==> src/rtl/chsd_pkg.sv <==
package chsd_pkg;

    // Longest cool-down expressed in 100 us ticks
    localparam int unsigned COOL_MAX_TICKS = 40000;

    typedef enum logic [2:0] {
        ST_OFF    = 3'd0,
        ST_INRUSH = 3'd1,
        ST_ON     = 3'd2,
        ST_RETRY  = 3'd3,
        ST_COOL   = 3'd4,
        ST_LATCH  = 3'd5
    } chsd_state_e;

    typedef struct packed {
        logic       i2t_en;
        logic       latch;
        logic       cap_mode;
        logic [1:0] dly;
        logic [1:0] cool;
        logic [2:0] inrush;
    } chsd_cfg_t;

    // Sustained-overcurrent delay: 0.2, 0.4, 1.0, 2.0 ms
    function automatic int unsigned delay_ticks(logic [1:0] code);
        case (code)
            2'd0:    return 2;
            2'd1:    return 4;
            2'd2:    return 10;
            default: return 20;
        endcase
    endfunction

    // Inrush window: 0, 2, 4, 6, 10, 20, 50, 100 ms
    function automatic int unsigned inrush_ticks(logic [2:0] code);
        case (code)
            3'd0:    return 0;
            3'd1:    return 20;
            3'd2:    return 40;
            3'd3:    return 60;
            3'd4:    return 100;
            3'd5:    return 200;
            3'd6:    return 500;
            default: return 1000;
        endcase
    endfunction

    // Cool-down: code 0 means no retry; then 0.8, 2.0, 4.0 s
    function automatic int unsigned cooldown_ticks(logic [1:0] code);
        case (code)
            2'd0:    return 0;
            2'd1:    return 8000;
            2'd2:    return 20000;
            default: return COOL_MAX_TICKS;
        endcase
    endfunction

endpackage

==> src/rtl/chsd_tick_counter.sv <==
module chsd_tick_counter #(
    parameter int W = 16
) (
    input  logic         clk,
    input  logic         rst,
    input  logic         clr,
    input  logic         tick,
    input  logic [W-1:0] limit,
    output logic         reached
);
    logic [W-1:0] cnt;

    // Saturates once the limit is met so the flag stays level
    always_ff @(posedge clk) begin
        if (rst || clr) begin
            cnt <= '0;
        end else if (tick && !reached) begin
            cnt <= cnt + 1'b1;
        end
    end

    assign reached = (cnt >= limit);
endmodule

==> src/rtl/chsd_fsm.sv <==
module chsd_fsm
    import chsd_pkg::*;
#(
    parameter int W           = 16,
    parameter int RETRY_TICKS = 10
) (
    input  logic        clk,
    input  logic        rst,
    input  logic        cmd_wr,
    input  logic        cmd_on,
    input  logic        oc_flt,
    input  logic        ot_flt,
    input  logic        sust_oc,
    input  chsd_cfg_t   cfg,
    input  logic        phase_done,
    input  logic        sust_done,
    output chsd_state_e state,
    output logic        phase_clr,
    output logic [W-1:0] phase_limit,
    output logic        sust_clr,
    output logic [W-1:0] sust_limit
);
    chsd_state_e nxt;
    chsd_state_e start_st;
    logic        driving;
    logic        sust_eval;
    logic        sust_hit;

    assign driving   = (state == ST_ON) || (state == ST_INRUSH);
    assign sust_eval = cfg.i2t_en &&
                       ((state == ST_ON) || ((state == ST_INRUSH) && !cfg.cap_mode));
    assign sust_hit  = sust_eval && sust_done;
    assign start_st  = (inrush_ticks(cfg.inrush) == 0) ? ST_ON : ST_INRUSH;

    always_comb begin
        nxt = state;
        if (cmd_wr && !cmd_on) begin
            nxt = ST_OFF;
        end else begin
            case (state)
                ST_OFF, ST_LATCH: begin
                    if (cmd_wr) nxt = start_st;
                end
                ST_INRUSH, ST_ON: begin
                    if (oc_flt || ot_flt) begin
                        nxt = cfg.latch ? ST_LATCH : ST_RETRY;
                    end else if (sust_hit) begin
                        nxt = (cfg.latch || (cfg.cool == 2'd0)) ? ST_LATCH : ST_COOL;
                    end else if ((state == ST_INRUSH) && phase_done) begin
                        nxt = ST_ON;
                    end
                end
                ST_RETRY: begin
                    if (phase_done && !ot_flt) nxt = start_st;
                end
                ST_COOL: begin
                    if (phase_done) nxt = start_st;
                end
                default: nxt = ST_OFF;
            endcase
        end
    end

    always_ff @(posedge clk) begin
        if (rst) state <= ST_OFF;
        else     state <= nxt;
    end

    always_comb begin
        case (state)
            ST_INRUSH: phase_limit = W'(inrush_ticks(cfg.inrush));
            ST_COOL:   phase_limit = W'(cooldown_ticks(cfg.cool));
            ST_RETRY:  phase_limit = W'(RETRY_TICKS);
            default:   phase_limit = '0;
        endcase
    end

    assign phase_clr  = (nxt != state) || !driving && (state != ST_RETRY) && (state != ST_COOL);
    assign sust_clr   = !(sust_eval && sust_oc);
    assign sust_limit = W'(delay_ticks(cfg.dly));
endmodule

==> src/rtl/chsd_top.sv <==
module chsd_top
    import chsd_pkg::*;
#(
    parameter int RETRY_TICKS = 10
) (
    input  logic       clk,
    input  logic       rst,
    input  logic       tick,
    input  logic       cmd_wr,
    input  logic       cmd_on,
    input  logic       oc_flt,
    input  logic       ot_flt,
    input  logic       sust_oc,
    input  logic       cfg_i2t_en,
    input  logic       cfg_latch,
    input  logic       cfg_cap_mode,
    input  logic [1:0] cfg_dly,
    input  logic [1:0] cfg_cool,
    input  logic [2:0] cfg_inrush,
    output logic       gate_en,
    output logic       latched_off,
    output logic       inrush_active
);
    localparam int unsigned MAX_TICKS =
        (RETRY_TICKS > COOL_MAX_TICKS) ? RETRY_TICKS : COOL_MAX_TICKS;
    localparam int W = $clog2(MAX_TICKS + 1);

    chsd_cfg_t   cfg;
    chsd_state_e state;
    logic        phase_clr, phase_done;
    logic        sust_clr, sust_done;
    logic [W-1:0] phase_limit, sust_limit;

    always_comb begin
        cfg.i2t_en   = cfg_i2t_en;
        cfg.latch    = cfg_latch;
        cfg.cap_mode = cfg_cap_mode;
        cfg.dly      = cfg_dly;
        cfg.cool     = cfg_cool;
        cfg.inrush   = cfg_inrush;
    end

    chsd_fsm #(.W(W), .RETRY_TICKS(RETRY_TICKS)) u_fsm (
        .clk         (clk),
        .rst         (rst),
        .cmd_wr      (cmd_wr),
        .cmd_on      (cmd_on),
        .oc_flt      (oc_flt),
        .ot_flt      (ot_flt),
        .sust_oc     (sust_oc),
        .cfg         (cfg),
        .phase_done  (phase_done),
        .sust_done   (sust_done),
        .state       (state),
        .phase_clr   (phase_clr),
        .phase_limit (phase_limit),
        .sust_clr    (sust_clr),
        .sust_limit  (sust_limit)
    );

    // Phase timer: inrush window, retry wait, cool-down
    chsd_tick_counter #(.W(W)) u_phase_tmr (
        .clk     (clk),
        .rst     (rst),
        .clr     (phase_clr),
        .tick    (tick),
        .limit   (phase_limit),
        .reached (phase_done)
    );

    // Sustained-overcurrent delay timer
    chsd_tick_counter #(.W(W)) u_sust_tmr (
        .clk     (clk),
        .rst     (rst),
        .clr     (sust_clr),
        .tick    (tick),
        .limit   (sust_limit),
        .reached (sust_done)
    );

    assign gate_en       = (state == ST_ON) || (state == ST_INRUSH);
    assign latched_off   = (state == ST_LATCH);
    assign inrush_active = (state == ST_INRUSH);
endmodule

==> config.mk <==
export PLATFORM = sky130hd
export DESIGN_NAME = chsd_top
export DESIGN_NICKNAME = d
export VERILOG_FILES = /design/src/rtl/chsd_pkg.sv /design/src/rtl/chsd_tick_counter.sv /design/src/rtl/chsd_fsm.sv /design/src/rtl/chsd_top.sv
export SDC_FILE = /design/constraint.sdc
export NUM_CORES = 1
export LEC_CHECK = 0
export ABC_AREA = 1
export BUFFER_PORTS_ARGS = -buffer_cell sky130_fd_sc_hd__buf_2
export CAP_MARGIN = 40
export CORE_MARGIN = 2
export CORE_UTILIZATION = 60
export DETAILED_ROUTE_END_ITERATION = 7
export PLACE_DENSITY_LB_ADDON = 0.25
export SYNTH_ARGS = -nofsm -noshare
export SYNTH_HDL_FRONTEND = slang
export SYNTH_SLANG_ARGS = --single-unit
==> constraint.sdc <==
create_clock -name clk -period 7.1 [get_ports clk]
set_input_delay 1.42 -clock clk [delete_from_list [all_inputs] [get_ports clk]]
set_output_delay 1.42 -clock clk [all_outputs]
set_load 0.01 [all_outputs]
==> results.md <==
* Storage cell area at 700.7 um^2
* Clock power frac at between 30% and 40%
* Fin. Hold Viols at 0
* Req. time, crit path at 7280 ps
* Startpoint types: primary input
* Netlist cell types at 33
* #FFs+latches synth at 35
* Number of remaining DRC errors at 0
* Setup crit start: cfg_cool[1]
* Sum Neg Setup Slack at 0 ps
* Pre-antenna DRT Iters at 4
* GRT overflow at 0
* CP Class: primary input to flop
* Routed WL at between 5000 and 6000 um
* Fraction of registers with async set/reset at 0%
* Final min period at roughly 3900 ps
* Die area at between 4000 and 5000 um^2
* Drt wl/cell at between 10 and 15 um
* Die W at between 60 and 70 um
* Final WS setup at 3236 ps
* Initial core utilization at between 60% and 70%
* Critical Path AT at a little over 4000 ps
* CTS Buf Count at 5
* Largest fanout on the critical path at 7
* Gpl congestion at 0.9240
* Vias at roughly 2,300
* RSZ-0062 raised after global routing: false
* Slew Limit Fails at 0
* Power Density at ~160 nW/um^2
* ANT nets after route at 0
* Hold buffer count at CTS at 0
* Die Y at 69.78 um
* Final Cycle Share at 54.43%
* Synthesized cell area at roughly 2600 um^2
* Hpwl dp at ~4000 um
* PortBufs at 20
* Max Root-Sink Buffers at 2
* Clock sink count at 35
* Pleak at approximately 1.3 nW
* Vias in the first global route at about 2,100
* FMAX at 0.2588 GHz
* Avg Inst Size Synth at between 6 and 7 um^2
* Site Rows at 23
* Max VDD drop at approximately 150 uV
* Critical Path Sink Type: flop
* Post-cts sizing count at 0
* Top Ports at 21
* Top FF cell, synth: dfxtp_1
* EDFF count, synth at 0
* Net switching power at between 0.15 and 0.2 mW
* Global-route usage over all layers at 22.39%
* Share of cells above drive strength 1 at about 16%
* Syn. warnings at 0
* Max cap viols at 0
* Worst-Skew Late Latency at 290 ps
* Layout area overhead at 8.386%
* Core Region at 4086 um^2
* Worst hold path type: flop to flop
* Combinational power share at between 20% and 30%
* Fill count at 359
* Final setup violation count at 0
* Seq pwr share at 44.3%
* 1st-iter DRT viols at roughly 210
* Sequential fraction of the synthesis area at about 27%
* Final net count at around 450
* Mapped Cells at between 300 and 400
* R2R Path Start: u_fsm.state[2]
* Htree depth at 2
* Setup bufs post-CTS at 0
* Relative slew slack at 66.07%
* Int Pwr at 0.3029 mW
* Pre-CTS setup slack at between 2000 and 3000 ps
* Hold_sp: u_sust_tmr.cnt[13]
* Vias per inst at 5.127
* Clock Skew at 8.203 ps
* Largest net degree at the start of global routing at 17
* Global-route wire length before repair at between 9000 and 10,000 um
* Syn nets at roughly 420
* CTS tree: yes
* Status: complete, no violations
* Slew @ Worst Pin at 507.6 ps
* CTS root buffer: clkbuf_8
* Ant diodes at 0
* Worst-path clk slew at approximately 70 ps
* Initial antenna violation count at 0
* Switch share at ~34%
* Area of the multi-input gates at 1570 um^2
[placed cells by master (no fill, tap or decap), types with 5 or more instances in the layout]
| cell type | instances |
|---|---|
| a21oi_1 | 17 |
| buf_2 | 20 |
| clkbuf_8 | 5 |
| dfxtp_1 | 35 |
| ha_1 | 24 |
| inv_1 | 72 |
| inv_2 | 7 |
| nand2_1 | 86 |
| nand3_1 | 13 |
| nand4_1 | 6 |
| nor2_1 | 43 |
| nor2_2 | 5 |
| nor2_4 | 10 |
| nor3_1 | 9 |
| o21ai_0 | 15 |
| xor2_1 | 11 |
[metrics by stage]
step	util, %	std cells	hold slack, ps	instance area, um^2	total power [mW]
CTS	68.86	457	428.2	2814	0.4595
global placement	66.81	449	414.9	2730	0.3209
global route	68.86	457	441.5	2814	0.4838
finish	68.86	457	426.2	2814	0.4557
detailed placement	66.81	449	418.1	2730	0.3218
floorplan	-	382	408.0	2596	0.2994
[power groups by stage]
stage	Sequential, mW	Combinational, mW	Clock, mW
after CTS	0.202	0.116	0.142
after detailed placement	0.207	0.115	0
after global placement	0.207	0.114	0
after global routing	0.202	0.132	0.150
after floorplan	0.206	0.0936	0
final	0.202	0.116	0.137
[synth_stat cells (2+ instances only)]
cell	instances	share of area [%]
nand2_1	86	12
inv_1	72	10
nor2_1	43	6.2
dfxtp_1	35	27
ha_1	24	12
a21oi_1	17	3.3
o21ai_0	15	2.9
nand3_1	13	2.5
xor2_1	11	3.7
nor2_4	10	4.3
nor3_1	9	1.7
inv_2	7	1.0
nand4_1	6	1.4
nor2_2	5	1.2
nand2_2	4	0.96
nand2_4	3	1.3
nand3_2	3	1.2
xnor2_1	3	1.0
nor4_1	2	0.48
[sequential cells by signal, indices dropped and copies added, names as in the netlist]
name and count:
u_fsm.state 3, u_phase_tmr.cnt 16, u_sust_tmr.cnt 16
[worst paths after layout]
kind / to / slack [ps] / depth (start not counted)
max: u_phase_tmr.cnt[15] / 3240 / 21
min reg2reg: u_sust_tmr.cnt[13] / 430 / 2
max reg2reg: u_phase_tmr.cnt[15] / 3740 / 20
min: u_sust_tmr.cnt[13] / 430 / 2
[critical path, stage by stage]
cell     delay [ps]
buf_2           100
inv_1            50
ha_1            200
o21ai_0         230
o21ai_0         130
inv_1            70
ha_1            220
nand2_1          80
inv_1            40
a21oi_1         150
nand2_1          70
nand2_1          70
nand3_2         160
nor2_4          230
nand4_2         150
nor2_1          200
nand2_1         140
o21ai_0         170
nand2_1          70
inv_1            70
nor2_2           40
[metal layers]
layer  track usage (%)  vias up  routed length (um)
li1                  -     1235                   -
met1             31.48     1032                2457
met2             33.97       67                2172
met3             4.506        9                 292
met4             7.906        0                  90
met5                 0        -                   0
[logic make-up (layout without fill, tap and decap cells)]
family	after synthesis	in the layout	share of synthesized area [%]
flops	35	35	26.99
simple gates	189	189	35.90
fa+ha+maj	24	24	11.57
buf+inv	82	107	12.53
xor+xnor	14	14	4.723
compound gates	38	38	8.289
[layout make-up]
cell class              instances  area share (%)
inverters                      79           10.54
clock buffers                   5           2.446
clock inverters                 3          0.5336
flip-flops and latches         35           24.90
multi-input cells             265           55.80
repair buffers                 20           3.557
well taps                      50           2.223
(Power assumes the default switching activity.)
